<file path="config.mk">
export PLATFORM = sky130hd
export DESIGN_NAME = aux_sar_seq
export DESIGN_NICKNAME = d
export VERILOG_FILES = /design/src/rtl/aux_sar_pkg.sv /design/src/rtl/aux_cfg_reg.sv /design/src/rtl/aux_clk_div.sv /design/src/rtl/aux_sar_chan.sv /design/src/rtl/aux_sar_seq.sv
export SDC_FILE = /design/constraint.sdc
export NUM_CORES = 1
export LEC_CHECK = 0
export BUFFER_PORTS_ARGS = -buffer_cell sky130_fd_sc_hd__buf_4
export CAP_MARGIN = 20
export CORE_MARGIN = 2
export CORE_UTILIZATION = 35
export CTS_CLUSTER_SIZE = 8
export DETAILED_ROUTE_END_ITERATION = 10
export PLACE_DENSITY_LB_ADDON = 0.08
export RECOVER_POWER = 25
export SETUP_SLACK_MARGIN = 0.5
export SLEW_MARGIN = 30
export SYNTH_ARGS = -nofsm -noshare
export SYNTH_HDL_FRONTEND = slang
export SYNTH_SLANG_ARGS = --single-unit
</file>
<file path="constraint.sdc">
create_clock -name clk_i -period 3.4 [get_ports clk_i]
set_input_delay 0.34 -clock clk_i [delete_from_list [all_inputs] [get_ports clk_i]]
set_output_delay 0.34 -clock clk_i [all_outputs]
set_load 0.1 [all_outputs]
</file>
<file path="src/rtl/aux_sar_pkg.sv">
package aux_sar_pkg;
  localparam int RES_W       = 10;
  localparam int CONV_STEPS  = 16;  // half aux periods per conversion
  localparam int SETUP_STEPS = 2;   // one aux period

  typedef struct packed {
    logic div4;
    logic sel_in1_a;
    logic sel_in1_b;
    logic ref_ext_a;
    logic ref_ext_b;
  } aux_cfg_t;
endpackage

</file>
<file path="src/rtl/aux_cfg_reg.sv">
module aux_cfg_reg
  import aux_sar_pkg::*;
(
  input  logic     clk_i,
  input  logic     rst_ni,
  input  aux_cfg_t cfg_i,
  output aux_cfg_t cfg_o
);
  always_ff @(posedge clk_i or negedge rst_ni) begin
    if (!rst_ni) cfg_o <= '0;
    else         cfg_o <= cfg_i;
  end
endmodule

</file>
<file path="src/rtl/aux_clk_div.sv">
module aux_clk_div (
  input  logic clk_i,
  input  logic rst_ni,
  input  logic div4_i,
  output logic aux_clk_o
);
  logic half_q;

  always_ff @(posedge clk_i or negedge rst_ni) begin
    if (!rst_ni) begin
      half_q    <= 1'b0;
      aux_clk_o <= 1'b0;
    end else if (!div4_i || half_q) begin
      half_q    <= 1'b0;
      aux_clk_o <= ~aux_clk_o;
    end else begin
      half_q    <= 1'b1;
    end
  end
endmodule

</file>
<file path="src/rtl/aux_sar_chan.sv">
module aux_sar_chan #(
  parameter int RES_W       = 10,
  parameter int CONV_STEPS  = 16,
  parameter int SETUP_STEPS = 2
) (
  input  logic             clk_i,
  input  logic             rst_ni,
  input  logic             div4_i,
  input  logic             start_i,
  input  logic             cmp_i,
  output logic [RES_W-1:0] trial_o,
  output logic [RES_W-1:0] result_o,
  output logic             done_o,
  output logic             busy_o
);
  localparam int SW = $clog2(CONV_STEPS);
  localparam logic [SW-1:0] LAST_STEP   = SW'(CONV_STEPS - 1);
  localparam logic [SW-1:0] PRE_TRIAL   = SW'(SETUP_STEPS - 1);
  localparam logic [SW-1:0] FIRST_TRIAL = SW'(SETUP_STEPS);
  localparam logic [SW-1:0] LAST_TRIAL  = SW'(SETUP_STEPS + RES_W - 1);

  logic             div4_q, sub_q;
  logic [SW-1:0]    step_q;
  logic [RES_W-1:0] code_q;
  logic             step_end, in_trial;
  logic [SW-1:0]    bit_idx;

  assign step_end = !div4_q || sub_q;
  assign in_trial = (step_q >= FIRST_TRIAL) && (step_q <= LAST_TRIAL);
  assign bit_idx  = LAST_TRIAL - step_q;
  assign trial_o  = code_q;

  always_ff @(posedge clk_i or negedge rst_ni) begin
    if (!rst_ni) begin
      busy_o   <= 1'b0;
      div4_q   <= 1'b0;
      sub_q    <= 1'b0;
      step_q   <= '0;
      code_q   <= '0;
      result_o <= '0;
      done_o   <= 1'b0;
    end else begin
      done_o <= 1'b0;
      if (!busy_o) begin
        if (start_i) begin
          busy_o <= 1'b1;
          div4_q <= div4_i;  // mode frozen for this conversion
          sub_q  <= 1'b0;
          step_q <= '0;
          code_q <= '0;
        end
      end else if (!step_end) begin
        sub_q <= 1'b1;
      end else begin
        sub_q  <= 1'b0;
        step_q <= step_q + 1'b1;
        if (step_q == PRE_TRIAL) begin
          code_q <= {1'b1, {(RES_W-1){1'b0}}};
        end else if (in_trial) begin
          code_q[bit_idx] <= cmp_i;
          if (bit_idx != '0) code_q[bit_idx - 1'b1] <= 1'b1;
        end
        if (step_q == LAST_STEP) begin
          busy_o   <= 1'b0;
          result_o <= code_q;
          done_o   <= 1'b1;
        end
      end
    end
  end
endmodule

</file>
<file path="src/rtl/aux_sar_seq.sv">
module aux_sar_seq
  import aux_sar_pkg::*;
#(
  parameter int RES_W       = aux_sar_pkg::RES_W,
  parameter int CONV_STEPS  = aux_sar_pkg::CONV_STEPS,
  parameter int SETUP_STEPS = aux_sar_pkg::SETUP_STEPS
) (
  input  logic             clk_i,
  input  logic             rst_ni,
  input  logic             div4_i,
  input  logic             sel_in1_a_i,
  input  logic             sel_in1_b_i,
  input  logic             ref_ext_a_i,
  input  logic             ref_ext_b_i,
  input  logic             start_a_i,
  input  logic             start_b_i,
  input  logic             cmp_a_i,
  input  logic             cmp_b_i,
  output logic             aux_clk_o,
  output logic             mux_sel_a_o,
  output logic             mux_sel_b_o,
  output logic             int_ref_en_a_o,
  output logic             int_ref_en_b_o,
  output logic [RES_W-1:0] trial_a_o,
  output logic [RES_W-1:0] trial_b_o,
  output logic [RES_W-1:0] result_a_o,
  output logic [RES_W-1:0] result_b_o,
  output logic             done_a_o,
  output logic             done_b_o,
  output logic             busy_a_o,
  output logic             busy_b_o
);
  localparam int N_CH = 2;

  aux_cfg_t cfg_d, cfg_q;

  assign cfg_d = '{div4: div4_i, sel_in1_a: sel_in1_a_i, sel_in1_b: sel_in1_b_i,
                   ref_ext_a: ref_ext_a_i, ref_ext_b: ref_ext_b_i};

  aux_cfg_reg u_cfg (
    .clk_i (clk_i),
    .rst_ni(rst_ni),
    .cfg_i (cfg_d),
    .cfg_o (cfg_q)
  );

  aux_clk_div u_div (
    .clk_i    (clk_i),
    .rst_ni   (rst_ni),
    .div4_i   (cfg_q.div4),
    .aux_clk_o(aux_clk_o)
  );

  assign mux_sel_a_o    = cfg_q.sel_in1_a;
  assign mux_sel_b_o    = cfg_q.sel_in1_b;
  assign int_ref_en_a_o = ~cfg_q.ref_ext_a;
  assign int_ref_en_b_o = ~cfg_q.ref_ext_b;

  logic [N_CH-1:0]             start_v, cmp_v, done_v, busy_v;
  logic [N_CH-1:0][RES_W-1:0]  trial_v, result_v;

  assign start_v = {start_b_i, start_a_i};
  assign cmp_v   = {cmp_b_i, cmp_a_i};

  for (genvar c = 0; c < N_CH; c++) begin : g_ch
    aux_sar_chan #(
      .RES_W      (RES_W),
      .CONV_STEPS (CONV_STEPS),
      .SETUP_STEPS(SETUP_STEPS)
    ) u_chan (
      .clk_i   (clk_i),
      .rst_ni  (rst_ni),
      .div4_i  (cfg_q.div4),
      .start_i (start_v[c]),
      .cmp_i   (cmp_v[c]),
      .trial_o (trial_v[c]),
      .result_o(result_v[c]),
      .done_o  (done_v[c]),
      .busy_o  (busy_v[c])
    );
  end

  assign trial_a_o  = trial_v[0];
  assign trial_b_o  = trial_v[1];
  assign result_a_o = result_v[0];
  assign result_b_o = result_v[1];
  assign done_a_o   = done_v[0];
  assign done_b_o   = done_v[1];
  assign busy_a_o   = busy_v[0];
  assign busy_b_o   = busy_v[1];
endmodule

</file>
=== Yosys cells after proc, flatten, opt, wreduce, memory -nomap -nowiden ===
Index checks and enable logic that the tools add are counted.

* Output and inout port bits: 49
* Bits in registers: 63
* Logic and storage cells: 127
* Input bits: 11

* Magnitude comparators: 12
* Reductions and logical operators: 24
* Equality and inequality tests: 8
* Multiplexer cells: 49
* Bitwise gates (word level): 7
* Add/subtract/negate cells: 6

{| class="wikitable"
|+ Operator list
! operator !! count
|-
| 10-bit two-way mux || 12
|-
| 1-bit two-way mux || 25
|-
| 4-bit two-way mux || 6
|-
| 10-bit bitwise mux || 2
|-
| 4-bit by 5-bit < comparator with 1-bit output (second input constant) || 4
|-
| 10-bit bitwise OR || 2
|-
| 1-bit demux with 4-bit select || 4
|-
| 4-bit by 1-bit >= comparator with 1-bit output (second input constant) || 4
|-
| 3-bit AND reduction || 4
|-
| 4-bit by 1-bit adder with 4-bit output (second input constant) || 2
|-
| 4-bit by 1-bit equality test with 1-bit output (second input constant) || 2
|-
| 4-bit equality test (second input constant) || 2
|-
| 4-bit by 2-bit >= comparator with 1-bit output (second input constant) || 2
|-
| 4-bit less-or-equal comparator (second input constant) || 2
|-
| 2-bit AND reduction || 4
|-
| 4-bit nonzero test || 2
|-
| 4-bit by 1-bit subtractor with 4-bit output (second input constant) || 2
|-
| 4-bit subtractor (first input constant) || 2
|-
| 1-bit logical AND || 6
|-
| 3-bit inequality test (second input constant) || 2
|-
| 1-bit NOT || 5
|-
| 2-bit inequality test (second input constant) || 2
|-
| 2-bit nonzero test || 2
|-
| 1-bit zero test || 3
|-
| 1-bit logical OR || 3
|}

=== Longest topological paths before layout ===
Gate-level depths: netlist of the first run.

* Depth after elaboration: 12
* Mapped depth: 8
* Gate-level depth less buffers: 6

=== By module ===
From an unflattened synthesis of the first run, not the netlist that was laid out.

* Cells, all modules: 360
* Area, all modules: 3565.9 µm²

{| class="wikitable"
|+ By module, submodules not included
! module !! sequential area each (µm²) !! cells each !! area each (µm²) !! times used
|-
| aux_sar_chan at g_ch[1].u_chan || 700.7 || 164 || 1741.7 || 1
|-
| aux_sar_chan at g_ch[0].u_chan || 700.7 || 185 || 1619.1 || 1
|-
| aux_cfg_reg || 125.1 || 5 || 125.1 || 1
|-
| aux_clk_div || 50.0 || 4 || 72.6 || 1
|-
| aux_sar_seq || 0.0 || 2 || 7.5 || 1
|}

=== Least setup slack after synthesis of the first run ===
No wires, ideal clock.

* Path type: register to register
* Start point: register g_ch[0].u_chan.step_q[2]
* End point: register g_ch[0].u_chan.code_q[0]
* Setup slack: 1.195 ns
* Path buffers: 1
* Stages on the path, launching flop included: 8
* Setup time: 0.070 ns
* Data arrival time: 2.135 ns
* Clock period less this slack: 2.205 ns
* Data required time: 3.330 ns
* Path through: dfrtp_1 > clkbuf_1 > inv_1 > ha_1 > a21boi_0 > nor2_1 > o32ai_1 > o221a_1

* Cells in the longest elaborated chain, start to end: 12
* Elaborated cells on any way between the ends: 26
* Those cells by class: 2 x add/sub; 6 x order compare; 2 x eq/ne; 10 x mux; 1 x bitwise; 5 x reduce/logical

{| class="wikitable"
|+ RTL lines
! what !! line !! source
|-
| from (decl) || aux_sar_chan.sv:23 || <nowiki>logic [SW-1:0] step_q;</nowiki>
|-
| from (signal assigned) || aux_sar_chan.sv:56 || <nowiki>step_q <= step_q + 1'b1;</nowiki>
|-
| 4-bit subtractor || aux_sar_chan.sv:30 || <nowiki>assign bit_idx = LAST_TRIAL - step_q;</nowiki>
|-
| 4-bit by 1-bit subtractor with 4-bit output (tied with other cells) || aux_sar_chan.sv:61 || <nowiki>if (bit_idx != '0) code_q[bit_idx - 1'b1] <= 1'b1;</nowiki>
|-
| 4-bit by 5-bit < comparator with 1-bit output (not written as such) (tied with other cells) || aux_sar_chan.sv:61 ||
|-
| 1-bit logical AND (not written as such) / 1-bit two-way mux (equally long branches) || aux_sar_chan.sv:61, aux_sar_chan.sv:60 ||
|-
| 1-bit two-way mux (not written as such) / 1-bit demux with 4-bit select (equally long branches) || -- ||
|-
| 1-bit demux with 4-bit select / 10-bit bitwise mux (equally long branches) || -- ||
|-
| 10-bit bitwise OR (no line) || -- ||
|-
| 10-bit two-way mux || aux_sar_chan.sv:61 ||
|-
| 10-bit two-way mux || aux_sar_chan.sv:59 || <nowiki>end else if (in_trial) begin</nowiki>
|-
| 10-bit two-way mux || aux_sar_chan.sv:57 || <nowiki>if (step_q == PRE_TRIAL) begin</nowiki>
|-
| 10-bit two-way mux || aux_sar_chan.sv:52 || <nowiki>end else if (!step_end) begin</nowiki>
|-
| 10-bit two-way mux || aux_sar_chan.sv:44 || <nowiki>if (!busy_o) begin</nowiki>
|-
| to (signal assigned) || aux_sar_chan.sv:58 || <nowiki>code_q <= {1'b1, {(RES_W-1){1'b0}}};</nowiki>
|-
| to (signal, indexed assignment) || aux_sar_chan.sv:60 || <nowiki>code_q[bit_idx] <= cmp_i;</nowiki>
|-
| to (decl) || aux_sar_chan.sv:24 || <nowiki>logic [RES_W-1:0] code_q;</nowiki>
|}

Several ways; a longest one is shown, not always the timed one. The select of a mux whose other input is x is not followed.
A chain may end at the register's enable or synchronous reset.

=== Worst setup path in the final report of the first run ===
* Start point: register g_ch[1].u_chan.step_q[2]
* End point: register g_ch[1].u_chan.code_q[0]

* Cells in the longest elaborated chain, start to end: 12
* Elaborated cells on any way between the ends: 26
* Those cells by class: 2 x add/sub; 6 x order compare; 2 x eq/ne; 10 x mux; 1 x bitwise; 5 x reduce/logical

{| class="wikitable"
|+ RTL lines
! what !! line
|-
| from (decl) || aux_sar_chan.sv:23
|-
| from (signal assigned) || aux_sar_chan.sv:56
|-
| 4-bit subtractor || aux_sar_chan.sv:30
|-
| 4-bit by 1-bit subtractor with 4-bit output (tied with other cells) || aux_sar_chan.sv:61
|-
| 4-bit by 5-bit < comparator with 1-bit output (not written as such) (tied with other cells) || aux_sar_chan.sv:61
|-
| 1-bit logical AND (not written as such) / 1-bit two-way mux (equally long branches) || aux_sar_chan.sv:61, aux_sar_chan.sv:60
|-
| 1-bit two-way mux (not written as such) / 1-bit demux with 4-bit select (equally long branches) || --
|-
| 1-bit demux with 4-bit select / 10-bit bitwise mux (equally long branches) || --
|-
| 10-bit bitwise OR (no line) || --
|-
| 10-bit two-way mux || aux_sar_chan.sv:61
|-
| 10-bit two-way mux || aux_sar_chan.sv:59
|-
| 10-bit two-way mux || aux_sar_chan.sv:57
|-
| 10-bit two-way mux || aux_sar_chan.sv:52
|-
| 10-bit two-way mux || aux_sar_chan.sv:44
|-
| to (signal assigned) || aux_sar_chan.sv:58
|-
| to (signal, indexed assignment) || aux_sar_chan.sv:60
|-
| to (decl) || aux_sar_chan.sv:24
|}

Several ways; a longest one is shown, not always the timed one. The select of a mux whose other input is x is not followed.

==> results.md, run 1 <==
- Outcome: finished, violations left
- Failing checks: max-capacitance violations, max-slew violations
- Startpoint class of the critical path: flop
- Core Util, Final: 44.0%
- Hold Path Origin: sel_in1_a_i
- Top-area cell type share of the netlist area: 44.4%
- GR Util met1: 24.4%
- Final WS setup: 0.828 ns
- GPL Wtd Cong: 0.852
- Die footprint: 11000 um2
- Met2 Use GR: 20.7%
- Post-synth EDFFs: 0
- Sequential fraction of the synthesis area: 44.4%
- Cells after Synth: 338
- Share of cells above drive strength 1: 25.1%
- Yosys reg bits: 63
- Mapped Nets: 373
- Hold Slack: 0.127 ns
- Area Overhead vs Synth: 21.6%
- Post-CTS setup buffer count: 0
- Area leader, netlist: dfrtp_1
- Synth top area cells: dfrtp_1 44%, ha_1 8.5%, mux2_2 6.7%
- Starting Density: 36.2%
- Via-to-Cell Ratio: 5.18
- CP startpoint: g_ch[1].u_chan.step_q[2]
- Syn Area/Cell: 10.5 um2
- Skew final: 0.00878 ns
- Hold Path Class: in -> reg
- GRT overflow: 0
- CTS H-tree depth: 3
- Clk slew on worst S/H paths: 0.07 ns
- Initial antenna violation count: 0
- Clk_lat worst skew: 0.34 ns
- CP required: 3.64 ns
- Die width: 105 um
- Port bufs: 59
- Slew @ Worst Pin: 1.59 ns
- Io pins: 60
- WS Path Type: reg -> reg
- GRT met3 Usage: 2.99%
- Multi-input logic area: 1840 um2
- Core Area: 9820 um2
- Unrepaired setup endpoints after global routing: false
- Largest net degree at the start of global routing: 64
- Row count: 36
- Shortest period the worst path allows: 2.57 ns
- Detail Route Antenna Nets: 0
- Clock Sink Count: 63
- Most frequently used flop master after synthesis: dfrtp_1
- Setup TNS: 0 ns
- DP HPWL: 5860 um
- Worst path arrival time: 2.81 ns
- CTS tree: built
- Num CTS Buffers: 9
- Via count: 2757
- Max-cap violations: 1
- Global route hottest layer: met1
- Bufs on Longest Clock Path: 2
- Fill count: 981
- RR Startpoint: g_ch[1].u_chan.step_q[2]
- Root Buffer: clkbuf_8
- Tot GR Track Use: 15.8%
- Max FO, Critical Path: 15
- Drt pass-1 iters: 4
- Flip-flop and latch area: 1580 um2
- Max Slew Vio Count: 64
- First-pass GRT wire length: 13800 um
- Final WL: 8500 um
- Die Span Y: 105 um
- Drt first-iter violations: 186
- Hold Violations, Final: 0
- Nets: 429
- Wire length per cell: 16.0 um
- Final setup violating endpoints: 0
- Asr flop ratio synth: 100%
- YS warnings: 0
- Post-synthesis cell area: 3550 um2
- Count of cell types in the netlist: 56
- Crit. End Element: flop
- DRC viols: 0
- Max Fclk: 389 MHz
- Final period utilization: 75.7%
- Number of global-route vias before repair: 2638
- # diodes: 0
- Hold_buf cts: 0
- Rel. slew slack: -5.91%
- Resized cells post-CTS: 0
- Worst slack, placed: 0.850 ns
==> cell type report <==
class,instances,area share (%)
tap,133,3.86
clock inverter,3,1.51
sequential,63,36.5
timing repair buffer,59,10.2
inverter,19,1.65
multi-input combinational,242,42.6
clock buffer,13,3.68
==> worst max-delay path, stage by stage (launching register included) <==
cell and delay [ns]:
dfrtp_1 0.61, inv_1 0.21, ha_1 0.44, a21boi_0 0.45, o21ai_0 0.31, a21o_1 0.23, a221oi_1 0.23
==> logic make-up (layout without fill, tap and decap cells) <==
group / count (synthesis) / after routing / share of synthesized area (%)
adder cells (fa/ha/maj): 24 / 24 / 8.46
XOR/XNOR: 3 / 3 / 0.740
AND/OR/NAND/NOR: 104 / 104 / 16.2
flip-flops: 63 / 63 / 44.4
multiplexers: 28 / 28 / 8.67
AO/OA/AOI/OAI: 83 / 83 / 17.7
buffers and inverters: 33 / 94 / 3.84
==> sequential cells by signal, summed over array words and instances (netlist names) <==
signal	flops
g_ch.u_chan.busy_o	2
g_ch.u_chan.div4_q	2
g_ch.u_chan.done_o	2
g_ch.u_chan.result_o	20
g_ch.u_chan.step_q	8
g_ch.u_chan.sub_q	2
g_ch.u_chan.trial_o	20
u_cfg.cfg_o	5
u_div.aux_clk_o	1
u_div.half_q	1
==> worst paths after layout <==
kind / slack, ns / cells after the start / endpoint
setup / recovery: 0.83 / 6 / g_ch[1].u_chan.trial_o[0]
hold / removal: 0.13 / 1 / u_cfg.cfg_o[3]
hold reg to reg: 0.43 / 1 / u_div.half_q
min in group asynchronous: 0.37 / 1 / g_ch[1].u_chan.step_q[1]
max in group asynchronous: 2.05 / 1 / g_ch[0].u_chan.result_o[9]
setup reg to reg: 0.83 / 6 / g_ch[1].u_chan.trial_o[0]
==> routing by layer <==
metal,part of all wire (%),vias to the layer above
li1,-,1350
met1,53,1303
met2,39,90
met3,5.1,14
met4,2.2,0
met5,0,-
==> per-stage QoR <==
| stage | instances | area (um2) |
|---|---|---|
| after global routing | 532 | 4320 |
| after detailed placement | 516 | 4100 |
| after CTS | 532 | 4320 |
| final | 532 | 4320 |
| after global placement | 516 | 4100 |
| after floorplan | 338 | 3550 |
==> synth_stat cells, drive strengths merged (5+ instances only) <==
cell,count
dfrtp,63
nand2,35
ha,24
mux2,22
o21ai,19
inv,18
a22o,15
and3,13
nand3,12
nor2,12
clkbuf,9
a21oi,8
a221oi,8
mux2i,6
nor2b,6
buf,5
==> cell usage in the layout (no fill, tap or decap), types with 11 or more instances in the layout <==
master    synthesis  routed
and3_1           13      13
buf_4             0      53
nand2_1          35      35
clkbuf_8          0      11
ha_1             24      24
nand3_1          12      12
a22o_1           15      15
o21ai_0          17      17
mux2_2           21      21
inv_1            18      18
dfrtp_1          63      63
nor2_1           12      12
Power of run 1 is not shown: default switching activity piles up to over one toggle a cycle in this logic, so the estimate is an artifact.
==> inputs of run 2 (changes only) <==
ABC_AREA = 1   (was default)
clock period = 2.1 ns   (was 3.4 ns; I/O delays follow)
==> run 2 against run 1 <==
The run now ends clean. Setup slack worse by 0.25 ns. Die area down 6.3%. Via count up 2.9%. Sequential share of layout area down 0.81 points. Largest cell class unchanged. Highest routed layer unchanged.
==> results.md, run 2 <==
- Outcome: finished, final reports clean (was finished, violations left)
- Mapped Nets: 439 (was 373)
- Most common cell in the netlist: nand2_1 (was dfrtp_1)
- Fill count: 910 (was 981)
- Num CTS Buffers: 9 (unchanged)
- Via count: 2838 (was 2757)
- CTS tree: built (unchanged)
- RR Startpoint: g_ch[0].u_chan.step_q[0] (was g_ch[1].u_chan.step_q[2])
- # diodes: 0 (unchanged)
- Shortest period the worst path allows: 1.52 ns (was 2.57 ns)
- Hold Violations, Final: 0 (unchanged)
- Die width: 101 um (was 105 um)
- Buf+Inv Stages, Crit Path: 2 (was 1)
- Unrepaired setup endpoints after global routing: true (was false)
- Max FO, Critical Path: 9 (was 15)
- Crit-path slowest cell: dfrtp_1 (unchanged)
- Max Slew Vio Count: 0 (was 64)
- Die footprint: 10300 um2 (was 11000 um2)
- Clk_lat worst skew: 0.34 ns (about the same)
- Count of cell types in the netlist: 33 (was 56)
- Final period utilization: 72.5% (was 75.7%)
- Cell count along the critical path: 9 (was 6)
- Die Span Y: 101 um (was 105 um)
- Bufs on Longest Clock Path: 2 (unchanged)
- FF-to-FF setup slack: 0.58 ns (was 0.83 ns)
- Nets: 529 (was 429)
- Root Buffer: clkbuf_8 (unchanged)
- CP startpoint: g_ch[0].u_chan.step_q[0] (was g_ch[1].u_chan.step_q[2])
- Top-area cell type share of the netlist area: 47.5% (was 44.4%)
- Io pins: 60 (unchanged)
- Area leader, netlist: dfrtp_1 (unchanged)
- Wire length per cell: 13.0 um (was 16.0 um)
- Startpoint class of the critical path: flop (unchanged)
- Number of global-route vias before repair: 2834 (was 2638)
- Starting Density: 35.9% (was 36.2%)
- YS warnings: 0 (unchanged)
- Most frequently used flop master after synthesis: dfrtp_1 (unchanged)
- First-pass GRT wire length: 13700 um (was 13800 um)
- Max Fclk: 657 MHz (was 389 MHz)
- Tot GR Track Use: 16.8% (was 15.8%)
- Post-synth EDFFs: 0 (unchanged)
- Drt pass-1 iters: 4 (unchanged)
- Share of cells above drive strength 1: 29.9% (was 25.1%)
- GPL Wtd Cong: 0.831 (was 0.852)
- Skew final: 0.0117 ns (was 0.00878 ns)
- Yosys reg bits: 63 (unchanged)
- Rel. slew slack: 30.2% (was -5.91%)
- Sequential fraction of the synthesis area: 47.5% (was 44.4%)
- Row count: 35 (was 36)
- Synth top area cells: dfrtp_1 47%, nand2_1 17%, ha_1 9.0% (was dfrtp_1 44%, ha_1 8.5%, mux2_2 6.7%)
- Final setup violating endpoints: 0 (unchanged)
- CP required: 2.38 ns (was 3.64 ns)
- Largest net degree at the start of global routing: 40 (was 64)
- Synth cell count leaders: 146 x nand2_1, 63 x dfrtp_1, 47 x o21ai_0, 39 x inv_1, 24 x ha_1 (was 63 x dfrtp_1, 35 x nand2_1, 24 x ha_1, 21 x mux2_2, 18 x inv_1)
- Crit. End Element: flop (unchanged)
- Cells after Synth: 404 (was 338)
- Hold Path Class: in -> reg (unchanged)
- Worst path arrival time: 1.80 ns (was 2.81 ns)
- Setup TNS: 0 ns (unchanged)
- Clock Sink Count: 63 (unchanged)
- Commonest non-fill, non-tap cell in the layout: nand2_1 (was dfrtp_1)
- Detail Route Antenna Nets: 0 (unchanged)
- Initial antenna violation count: 0 (unchanged)
- Slew @ Worst Pin: 1.05 ns (was 1.59 ns)
- Asr flop ratio synth: 100% (unchanged)
- Drt first-iter violations: 118 (was 186)
- Area Overhead vs Synth: 33.7% (was 21.6%)
- CTS H-tree depth: 3 (unchanged)
- Clk slew on worst S/H paths: 0.07 ns (about the same)
- Reg2Reg Capture Point: g_ch[0].u_chan.trial_o[9] (was g_ch[1].u_chan.trial_o[0])
- Port bufs: 59 (unchanged)
- WS Path Type: reg -> reg (unchanged)
- DRC viols: 0 (unchanged)
- Via-to-Cell Ratio: 4.52 (was 5.18)
- Max-cap violations: 0 (was 1)
- GRT overflow: 0 (unchanged)
- Most frequent cells in the layout: 139 x nand2_1, 69 x buf_4, 56 x dfrtp_1, 34 x o21ai_0, 32 x inv_1 (was 63 x dfrtp_1, 53 x buf_4, 35 x nand2_1, 24 x ha_1, 21 x mux2_2)
- Worst-path cell chain: buf_6 -> inv_1 -> ha_2 -> nand2_1 -> o21ai_0 -> a21oi_1 -> o21ai_0 -> nand3_1 -> nand2_1 (was inv_1 -> ha_1 -> a21boi_0 -> o21ai_0 -> a21o_1 -> a221oi_1)
- R2R depth: 9 (was 6)
- DP HPWL: 5730 um (was 5860 um)
- Max incr delay on CP: 0.40 ns (was 0.61 ns)
- Final WL: 8160 um (was 8500 um)
- Post-synthesis cell area: 3320 um2 (was 3550 um2)
- Worst Setup EP: g_ch[0].u_chan.trial_o[9] (was g_ch[1].u_chan.trial_o[0])
- Syn Area/Cell: 8.22 um2 (was 10.5 um2)
- Kind of cell adding the most delay to the critical path: flip-flops (was compound AO/OA/AOI/OAI gates)
- Core Area: 9240 um2 (was 9820 um2)
[run 2: changes by cell type after synthesis, moves of 6 or more]
cell | before | now
nand2_1 | 35 | 146
o21ai_0 | 17 | 47
inv_1 | 18 | 39
mux2_2 | 21 | 0
a22o_1 | 15 | 0
and3_1 | 13 | 0
inv_2 | 0 | 9
a221oi_1 | 8 | 0
clkbuf_1 | 9 | 1
nor2b_1 | 6 | 0
[run 2: through the flow]
| stage | cell area (um2) | hold slack (ns) | utilization [%] | instances | setup slack [ns] |
|---|---|---|---|---|---|
| floorplan | 3320 | -0.0856 | - | 404 | 0.494 |
| global placement | 3950 | 0.231 | 42.8 | 592 | 0.286 |
| detailed placement | 3950 | 0.230 | 42.8 | 592 | 0.302 |
| CTS | 4280 | 0.119 | 46.3 | 622 | 0.497 |
| global route | 4440 | 0.148 | 48.0 | 628 | 0.468 |
| finish | 4440 | 0.129 | 48.0 | 628 | 0.578 |
[run 2: how the worst min path moves through the flow]
stage | start | endpoint | depth (start not counted)
6_report | start_b_i | g_ch[1].u_chan.busy_o | 3
5_1_grt | start_b_i | g_ch[1].u_chan.busy_o | 3
2_1_floorplan | rst_ni | g_ch[0].u_chan.busy_o | 0
3_3_place_gp | rst_ni | g_ch[0].u_chan.result_o[5] | 1
3_5_place_dp | rst_ni | g_ch[0].u_chan.result_o[5] | 1
4_1_cts | start_b_i | g_ch[1].u_chan.busy_o | 3
[run 2: final cells by class]
class / count / area (um2) / share of cell area [%]
sequential: 63 / 1590 / 35.7
tap: 129 / 161 / 3.64
clock buffer: 12 / 145 / 3.27
multi-input combinational: 288 / 1680 / 37.9
timing repair buffer: 83 / 652 / 14.7
inverter: 49 / 190 / 4.28
clock inverter: 4 / 22.5 / 0.507
[run 2: cell families (layout without fill, tap and decap cells)]
family	after synthesis	after routing	share of synthesized area (%)
mux	7	7	2.11
buf+inv	54	148	6.26
fa+ha+maj	24	24	9.05
xor+xnor	3	3	0.792
compound gates	68	68	11.1
flops	63	63	47.5
simple gates	185	186	23.2
[run 2: worst reg2reg max path: cells and delay by family, from the launching register on]
family	cells	cell delay, ns
flops	1	0.40
fa+ha+maj	1	0.22
simple gates	3	0.27
compound gates	3	0.30
buf+inv	2	0.28
[run 2: repair_timing]
action | CTS | global route
endpoints found under the hold margin | 43 | 0
buffers inserted | 8 | 5
cloned | 0 | 1
hold buffers | 6 | 0
pin swaps | 0 | 8
resized for setup | 13 | 44
setup endpoints to repair | 32 | 20
[run 2: per-layer routing]
metal  wire (um)  vias to the layer above  global-route usage (%)
li1            -                     1466                       -
met1        4060                     1306                    23.6
met2        3710                       58                    26.1
met3         308                        8                    3.93
met4          79                        0                    4.68
met5           0                        -                       0
Power of run 2 is left out for the same reason.
